<file path="config.mk">
export PLATFORM = sky130hd
export DESIGN_NAME = tap_stepper
export DESIGN_NICKNAME = d
export VERILOG_FILES = /design/src/rtl/tap_pkg.sv /design/src/rtl/tap_sync.sv /design/src/rtl/tap_ctrl.sv /design/src/rtl/tap_datapath.sv /design/src/rtl/tap_stepper.sv
export SDC_FILE = /design/constraint.sdc
export NUM_CORES = 1
export LEC_CHECK = 0
export CORE_MARGIN = 3
export CORE_UTILIZATION = 50
export DETAILED_ROUTE_END_ITERATION = 6
export PLACE_DENSITY = 0.73
export SLEW_MARGIN = 20
export SYNTH_ARGS = -nofsm -noshare
export SYNTH_HDL_FRONTEND = slang
export SYNTH_HIERARCHICAL = 1
export SYNTH_SLANG_ARGS = --single-unit
</file>
<file path="constraint.sdc">
create_clock -name clk -period 2.4 [get_ports clk]
set_clock_uncertainty 0.15 [all_clocks]
set_input_delay 0.48 -clock clk [delete_from_list [all_inputs] [get_ports clk]]
set_output_delay 0.48 -clock clk [all_outputs]
set_load 0.03 [all_outputs]
</file>
<file path="src/rtl/tap_pkg.sv">
package tap_pkg;

  typedef struct packed {
    logic stepUp;
    logic stepDown;
    logic commit;
  } tapStrobe_t;

  typedef enum logic [1:0] {
    ST_STANDBY = 2'd0,
    ST_ACTIVE  = 2'd1,
    ST_STORING = 2'd2
  } ctrlState_t;

endpackage

</file>
<file path="src/rtl/tap_sync.sv">
module tap_sync #(
  parameter int W = 3,
  parameter logic [W-1:0] RST_VAL = '0
) (
  input  logic         clk,
  input  logic         rstN,
  input  logic [W-1:0] asyncIn,
  output logic [W-1:0] syncOut
);

  for (genvar i = 0; i < W; i++) begin : g_bit
    logic stage1;
    logic stage2;
    always_ff @(posedge clk) begin
      if (!rstN) begin
        stage1 <= RST_VAL[i];
        stage2 <= RST_VAL[i];
      end else begin
        stage1 <= asyncIn[i];
        stage2 <= stage1;
      end
    end
    assign syncOut[i] = stage2;
  end

endmodule

</file>
<file path="src/rtl/tap_ctrl.sv">
module tap_ctrl
  import tap_pkg::*;
#(
  parameter int STORE_CYCLES = 1000
) (
  input  logic       clk,
  input  logic       rstN,
  input  logic       selSyncN,
  input  logic       dirSync,
  input  logic       stepSyncN,
  output tapStrobe_t strb,
  output logic       busy,
  output logic       standby
);

  localparam int CNT_W = $clog2(STORE_CYCLES + 1);
  localparam logic [CNT_W-1:0] CNT_LAST = CNT_W'(STORE_CYCLES - 1);

  ctrlState_t      state;
  logic [CNT_W-1:0] storeCnt;
  logic            prevSelN;
  logic            prevStepN;
  logic            selRise;
  logic            stepFall;

  assign selRise  = !prevSelN && selSyncN;
  assign stepFall = prevStepN && !stepSyncN;

  always_ff @(posedge clk) begin
    if (!rstN) begin
      state     <= ST_STANDBY;
      storeCnt  <= '0;
      prevSelN  <= 1'b1;
      prevStepN <= 1'b1;
      strb      <= '0;
    end else begin
      prevSelN  <= selSyncN;
      prevStepN <= stepSyncN;
      strb      <= '0;
      case (state)
        ST_STANDBY: begin
          if (!selSyncN) state <= ST_ACTIVE;
        end
        ST_ACTIVE: begin
          if (selRise) begin
            if (stepSyncN) begin
              state       <= ST_STORING;
              storeCnt    <= '0;
              strb.commit <= 1'b1;
            end else begin
              state <= ST_STANDBY;
            end
          end else if (stepFall && !selSyncN) begin
            strb.stepUp   <= dirSync;
            strb.stepDown <= !dirSync;
          end
        end
        ST_STORING: begin
          if (storeCnt == CNT_LAST) state <= ST_STANDBY;
          else storeCnt <= storeCnt + 1'b1;
        end
        default: state <= ST_STANDBY;
      endcase
    end
  end

  assign busy    = (state == ST_STORING);
  assign standby = (state == ST_STANDBY);

endmodule

</file>
<file path="src/rtl/tap_datapath.sv">
module tap_datapath
  import tap_pkg::*;
#(
  parameter int POS_W      = 4,
  parameter int INIT_POS   = 8,
  parameter int OVL_CYCLES = 2
) (
  input  logic                  clk,
  input  logic                  coldRstN,
  input  logic                  rstN,
  input  tapStrobe_t            strb,
  output logic [POS_W-1:0]      position,
  output logic [POS_W-1:0]      nvValue,
  output logic [2**POS_W-1:0]   tapSel
);

  localparam int TAPS = 2 ** POS_W;
  localparam logic [POS_W-1:0] POS_MAX = '1;
  localparam logic [POS_W-1:0] POS_MIN = '0;

  logic [POS_W-1:0] pos;
  logic [POS_W-1:0] nvReg;
  logic             moved;
  logic [TAPS-1:0]  newHot;
  logic [TAPS-1:0]  oldHot;

  assign moved = (strb.stepUp && pos != POS_MAX) || (strb.stepDown && pos != POS_MIN);

  always_ff @(posedge clk) begin
    if (!rstN) begin
      pos <= nvReg;
    end else if (strb.stepUp && pos != POS_MAX) begin
      pos <= pos + 1'b1;
    end else if (strb.stepDown && pos != POS_MIN) begin
      pos <= pos - 1'b1;
    end
  end

  always_ff @(posedge clk) begin
    if (!coldRstN) nvReg <= POS_W'(INIT_POS);
    else if (strb.commit) nvReg <= pos;
  end

  for (genvar i = 0; i < TAPS; i++) begin : g_newTap
    assign newHot[i] = (pos == POS_W'(i));
  end

  if (OVL_CYCLES > 0) begin : g_overlap
    localparam int OVL_W = $clog2(OVL_CYCLES + 1);
    logic [OVL_W-1:0] ovlCnt;
    logic [POS_W-1:0] prevPos;

    always_ff @(posedge clk) begin
      if (!rstN) begin
        ovlCnt  <= '0;
        prevPos <= '0;
      end else if (moved) begin
        ovlCnt  <= OVL_W'(OVL_CYCLES);
        prevPos <= pos;
      end else if (ovlCnt != '0) begin
        ovlCnt <= ovlCnt - 1'b1;
      end
    end

    for (genvar i = 0; i < TAPS; i++) begin : g_oldTap
      assign oldHot[i] = (ovlCnt != '0) && (prevPos == POS_W'(i));
    end
  end else begin : g_noOverlap
    assign oldHot = '0;
  end

  assign tapSel   = newHot | oldHot;
  assign position = pos;
  assign nvValue  = nvReg;

endmodule

</file>
<file path="src/rtl/tap_stepper.sv">
module tap_stepper
  import tap_pkg::*;
#(
  parameter int POS_W        = 4,
  parameter int INIT_POS     = 8,
  parameter int STORE_CYCLES = 1000,
  parameter int OVL_CYCLES   = 2
) (
  input  logic                clk,
  input  logic                coldRstN,
  input  logic                rstN,
  input  logic                selN,
  input  logic                dirUp,
  input  logic                stepN,
  output logic [POS_W-1:0]    position,
  output logic [2**POS_W-1:0] tapSel,
  output logic                busy,
  output logic                standby
);

  logic [2:0]       syncBus;
  tapStrobe_t       strb;
  logic [POS_W-1:0] nvValue;

  tap_sync #(.W(3), .RST_VAL(3'b101)) u_sync (
    .clk     (clk),
    .rstN    (rstN),
    .asyncIn ({selN, dirUp, stepN}),
    .syncOut (syncBus)
  );

  tap_ctrl #(.STORE_CYCLES(STORE_CYCLES)) u_ctrl (
    .clk       (clk),
    .rstN      (rstN),
    .selSyncN  (syncBus[2]),
    .dirSync   (syncBus[1]),
    .stepSyncN (syncBus[0]),
    .strb      (strb),
    .busy      (busy),
    .standby   (standby)
  );

  tap_datapath #(
    .POS_W      (POS_W),
    .INIT_POS   (INIT_POS),
    .OVL_CYCLES (OVL_CYCLES)
  ) u_dp (
    .clk      (clk),
    .coldRstN (coldRstN),
    .rstN     (rstN),
    .strb     (strb),
    .position (position),
    .nvValue  (nvValue),
    .tapSel   (tapSel)
  );

endmodule

</file>
# ---- Word-level counts from Yosys, hierarchy flattened
# Index checks and enable logic that the tools add are counted.
dict set report op_classes {
  reduce_logical 38
  n_eq_ne 40
  bitwise 4
  mux 15
  addsub 4
}
# operator n
set op_table {}
lappend op_table {{4-bit == test (second input constant)} 16}
lappend op_table {{4-bit by 3-bit == test with 1-bit output (second input constant)} 8}
lappend op_table {{10-bit 2-to-1 mux} 3}
lappend op_table {{1-bit logical AND} 21}
lappend op_table {{10-bit one-hot mux with 2 select lines} 1}
lappend op_table {{4-bit by 2-bit == test with 1-bit output (second input constant)} 4}
lappend op_table {{16-bit OR} 1}
lappend op_table {{2-bit 2-to-1 mux} 6}
lappend op_table {{4-bit 2-to-1 mux} 3}
lappend op_table {{10-bit by 1-bit adder with 10-bit output (second input constant)} 1}
lappend op_table {{10-bit == test (second input constant)} 1}
lappend op_table {{4-bit by 1-bit == test with 1-bit output (second input constant)} 2}
lappend op_table {{4-bit zero test} 2}
lappend op_table {{2-bit inequality test (second input constant)} 3}
lappend op_table {{2-bit one-hot mux with 3 select lines} 1}
lappend op_table {{3-bit AND reduction} 2}
lappend op_table {{2-bit nonzero test} 3}
lappend op_table {{4-bit by 1-bit adder with 4-bit output (second input constant)} 1}
lappend op_table {{1-bit zero test} 4}
lappend op_table {{2-bit by 1-bit inequality test with 1-bit output (second input constant)} 2}
lappend op_table {{4-bit inequality test (second input constant)} 1}
lappend op_table {{4-bit AND reduction} 1}
lappend op_table {{4-bit nonzero test} 1}
lappend op_table {{4-bit OR reduction} 1}
lappend op_table {{10 further kinds} 12}
dict set report word_totals {
  ff_bits 37
  in_bits 6
}

# ---- Logic depth before layout (Yosys ltp)
dict set report logic_depth {
  depth_word 5
  mapped_depth 6
  ltp_nobuf 6
}

# ---- Hierarchy
# Netlist, hierarchy kept.
# module n_inst area_per_inst_um2 seq_area_each_um2 cells_per_inst
set modules_own_cells {}
lappend modules_own_cells {tap_datapath 1 994.7 320.3 114}
lappend modules_own_cells {tap_ctrl 1 762.0 340.3 81}
lappend modules_own_cells {tap_sync 1 180.2 120.1 15}

# ---- Worst setup path after synthesis
# No wires, ideal clock.
dict set report synth_path {
  path_kind {flip-flop to output port}
  startpoint {register u_dp.pos[0] (netlist: u_dp/position[0])}
  endpoint {output tapSel[0]}
  arrival_ns 1.651
  t_required_ns 1.770
  path_stages_with_launch 5
  setup_slack_ns 0.119
  n_path_buf 0
  path_cell_list {edfxtp_1 > inv_1 > ha_1 > or3b_4 > o31ai_1}
}
dict set report synth_between {
  elab_chain_len 2
}
# element line_no
set synth_rtl {}
lappend synth_rtl {{start, declared} tap_datapath.sv:21} ;# logic [POS_W-1:0] pos;
lappend synth_rtl {{start signal, assigned} tap_datapath.sv:31} ;# pos <= nvReg;
lappend synth_rtl {{start signal, assigned} tap_datapath.sv:33} ;# pos <= pos + 1'b1;
lappend synth_rtl {{start signal, assigned} tap_datapath.sv:35} ;# pos <= pos - 1'b1;
lappend synth_rtl {{4-bit zero test} tap_datapath.sv:45} ;# assign newHot[i] = (pos == POS_W'(i));
lappend synth_rtl {{16-bit OR} tap_datapath.sv:72} ;# assign tapSel = newHot | oldHot;
lappend synth_rtl {{end, declared} tap_stepper.sv:16} ;# output logic [2**POS_W-1:0] tapSel,
# Every way passes these cells.

# ---- Worst setup path in the final report
dict set report layout_path {
  startpoint {register u_dp.pos[1] (netlist: u_dp/position[1])}
  endpoint {output tapSel[0]}
}
# The elaborated chain is that of the path after synthesis.

==> key figures <==
Floorplanning
  • Die Width: slightly below 70 um
  • Die height: 68.2 um
  • Core Region: around 3500 sq um
  • Initial Util: between 50% and 60%
  • IO Pins: 28
  • Row count: 21
  • Die ar.: between 4000 and 5000 sq um

Synthesis
  • Post-synthesis net count: about 220
  • Yosys top cell by area: dfxtp_1
  • Post-Syn Area: just under 2000 sq um
  • Top cell type's share of synthesized area: about a third
  • Synth area leaders: dfxtp_1 34%, edfxtp_1 6.2%, nand2_1 4.7%
  • Most used DFF post-synth: dfxtp_1
  • Post-synth top cells: 33 x dfxtp_1, 24 x nand2_1, 12 x o21ai_0, 11 x nor2_1, 9 x nand2b_1
  • Post-synth ARST share: 0%
  • Most numerous cell in the Yosys netlist: dfxtp_1
  • Post-synth EDFFs: 4
  • Sequential share of the synthesized area: between 40 and 50%
  • Register bit count reported by yosys: 37
  • Avg Cell Area, Syn: 9.22 sq um
  • Syn. warnings: 6
  • Syn Inst Count: 210
  • Yosys cell types: 50

STA
  • Final Cycle Share: 97.5%
  • Post-route minimum period: between 2 and 2.5 ns
  • Slew margin rel.: 74.9%
  • RSZ-0062 raised after global routing: false
  • Final slew viol count: 0
  • Least-Margin Pin Slew: about 0.38 ns
  • Final worst slack: 0.0590 ns
  • Final setup fails: 0
  • Final hold viol count: 0
  • Achievable frequency: 0.427 GHz
  • Final TNS setup: 0 ns

Pwr
  • Pleak: around 0.91 nW
  • Pint: 1.03 mW
  • VDD IR max: between 0.4 and 0.5 mV
  • Pwr/cell area: around 560 nW/um^2
  • Switching Share: a little under a quarter
  • Clock share of power: between 30 and 40%
  • Reg power frac: a little under half
  • Power, Total: approximately 1.3 mW
  • Psw: 323 uW
  • Gate power share: between 10% and 20%

Critical path
  • Buffers and inverters on the worst path: 3
  • Crit path arrival time: 1.71 ns
  • Slowest stage cell, crit path: edfxtp_1
  • CP most frequent cell: buf_4
  • CP Capture Type: output port
  • Critical path launch point type: flop
  • Cell Chain, Critical Path: buf_4 -> inv_2 -> ha_4 -> or3b_4 -> o31ai_1 -> buf_4
  • Worst setup path class: flop to output port
  • R2R Setup Slk: ~0.24 ns
  • Req. time, crit path: about 1.8 ns
  • CP peak stage delay: around 0.4 ns
  • Critical path fanouts, max: 3
  • CP delay by family, top: buffers and inverters

Worst hold path
  • Worst Hold Class: flop to flop

Placed design
  • Pre-CTS setup slack: 0.0453 ns
  • Placed Instances: around 280
  • RD Place Congestion: 0.856
  • Hpwl dp: about 3200 um
  • Port bufs: 27

Clock network
  • Hold-fix buffers at CTS: 0
  • Clock slew at reported path FFs: approximately 0.070 ns
  • CTS tree: done
  • CTS buffer count: 5
  • Root Buffer: clkbuf_8
  • Worst-Skew Late Latency: approximately 0.28 ns
  • Htree depth: 2
  • Clock Sinks: 37
  • Max clock buf depth: 2

Cells and area
  • N_diodes: 0
  • Fraction of layout cells with a size suffix above 1: 18.9%
  • Fin nets: about 260
  • Final std cells w/o fill: a little under 300
  • Area Overhead vs Synth: 24.5%

Detailed routing
  • Initial DRC Count: 150
  • Drt first pass iters: 4
  • Vias: 1676
  • Routed WL per cell: 15.2 um
  • Final antenna-violating net count: 0
  • DR vias/cell: 5.68
  • DRT met1 WL: roughly 2000 um
  • Remaining routing DRC violations: 0
  • Detailed Route WL: 4500 um
  • Uppermost layer routed: met4
  • Met2 wire length: 2250 um
  • Met3 WL: ~220 um

Global routing
  • Pin count of the biggest net entering global routing: 18
  • Vias in the first global route: between 1.5k and 2k
  • GRT overflow: 0
  • GRT Resource Usage Total: a little over a fifth
  • First-pass GRT wire length: approximately 7400 um
  • Initial antenna violation count: 0

Status
  • Status: finished, final reports clean

Flow run
  • Max Cap Viol: 0
==> flip-flops by register name, summed over array words and instances (netlist names) <==
register / cells
u_ctrl/storeCnt: 10
u_dp/g_overlap.prevPos: 4
u_dp/nvValue: 4
u_dp/position: 4
u_ctrl/strb: 3
u_sync/g_bit.stage1: 3
u_sync/g_bit.stage2: 3
u_ctrl/state: 2
u_dp/g_overlap.ovlCnt: 2
u_ctrl/prevSelN: 1
u_ctrl/prevStepN: 1
==> cell type report <==
type | instances | area (sq um)
tap | 46 | 57.6
fill | 303 | 1110
inverter | 7 | 38.8
sequential | 37 | 783
clock buffer | 6 | 72.6
clock inverter | 2 | 38.8
timing repair buffer | 43 | 357
multi-input combinational | 154 | 1060
==> final timing paths <==
check | startpoint | to | cells after the start
max | u_dp/position[1] | tapSel[0] | 6
min | u_sync/g_bit[2].stage1 | u_sync/g_bit[2].stage2 | 1
max reg2reg | u_dp/position[1] | u_dp/position[3] | 7
min reg2reg | u_sync/g_bit[2].stage1 | u_sync/g_bit[2].stage2 | 1
==> metal layers <==
layer	global-route usage, %	up-vias
met5	0	-
met4	5.21	0
met3	5.09	2
met2	36.0	45
met1	26.4	795
li1	-	834
==> power by group through the flow <==
| stage | Combinational (mW) | Sequential [mW] | Clock [mW] |
|---|---|---|---|
| 3_5_place_dp | 0.166 | 0.662 | 0 |
| 4_1_cts | 0.174 | 0.646 | 0.538 |
| 2_1_floorplan | 0.0894 | 0.672 | 0 |
| 5_1_grt | 0.188 | 0.648 | 0.565 |
| 3_3_place_gp | 0.162 | 0.662 | 0 |
| 6_report | 0.177 | 0.647 | 0.525 |
==> cells by family after synthesis <==
family                   synth area share, %
AND/OR/NAND/NOR                         26.1
buffers and inverters                   5.43
flip-flops                              40.3
multiplexers                            6.46
AO/OA/AOI/OAI                           16.7
adder cells (fa/ha/maj)                 3.23
XOR/XNOR                                1.81
==> cell usage in the layout (no fill, tap or decap), types with 4 or more instances in the layout <==
master / Yosys / final
nor3_1: 4 / 4
buf_4: 3 / 18
nand3_1: 8 / 8
ha_1: 5 / 4
edfxtp_1: 4 / 4
inv_1: 6 / 5
nand2b_1: 9 / 9
a21oi_1: 6 / 6
clkbuf_2: 0 / 4
nand2_1: 24 / 24
nor2_1: 11 / 11
dlygate4sd2_1: 0 / 9
clkdlybuf4s50_1: 0 / 10
mux2i_1: 8 / 8
dfxtp_1: 33 / 31
clkbuf_8: 0 / 5
nand4_1: 4 / 4
o21ai_0: 12 / 12
a22o_1: 7 / 7
nor2b_1: 8 / 8
==> per-stage QoR <==
stage / utilization (%) / hold slack, ns / area, sq um
3_5_place_dp: 64.4 / 0.260 / 2270
3_3_place_gp: 64.4 / 0.247 / 2270
5_1_grt: 68.5 / 0.291 / 2410
2_1_floorplan: - / 0.236 / 1940
6_report: 68.5 / 0.270 / 2410
4_1_cts: 68.6 / 0.278 / 2410
==> what timing repair did <==
item / 4_1_cts / 5_1_grt
setup endpoints to repair: 15 / 10
setup buffers: 5 / 1
gates resized for setup: 18 / 13
gates cloned: 0 / 0
(Power assumes the default switching activity.)
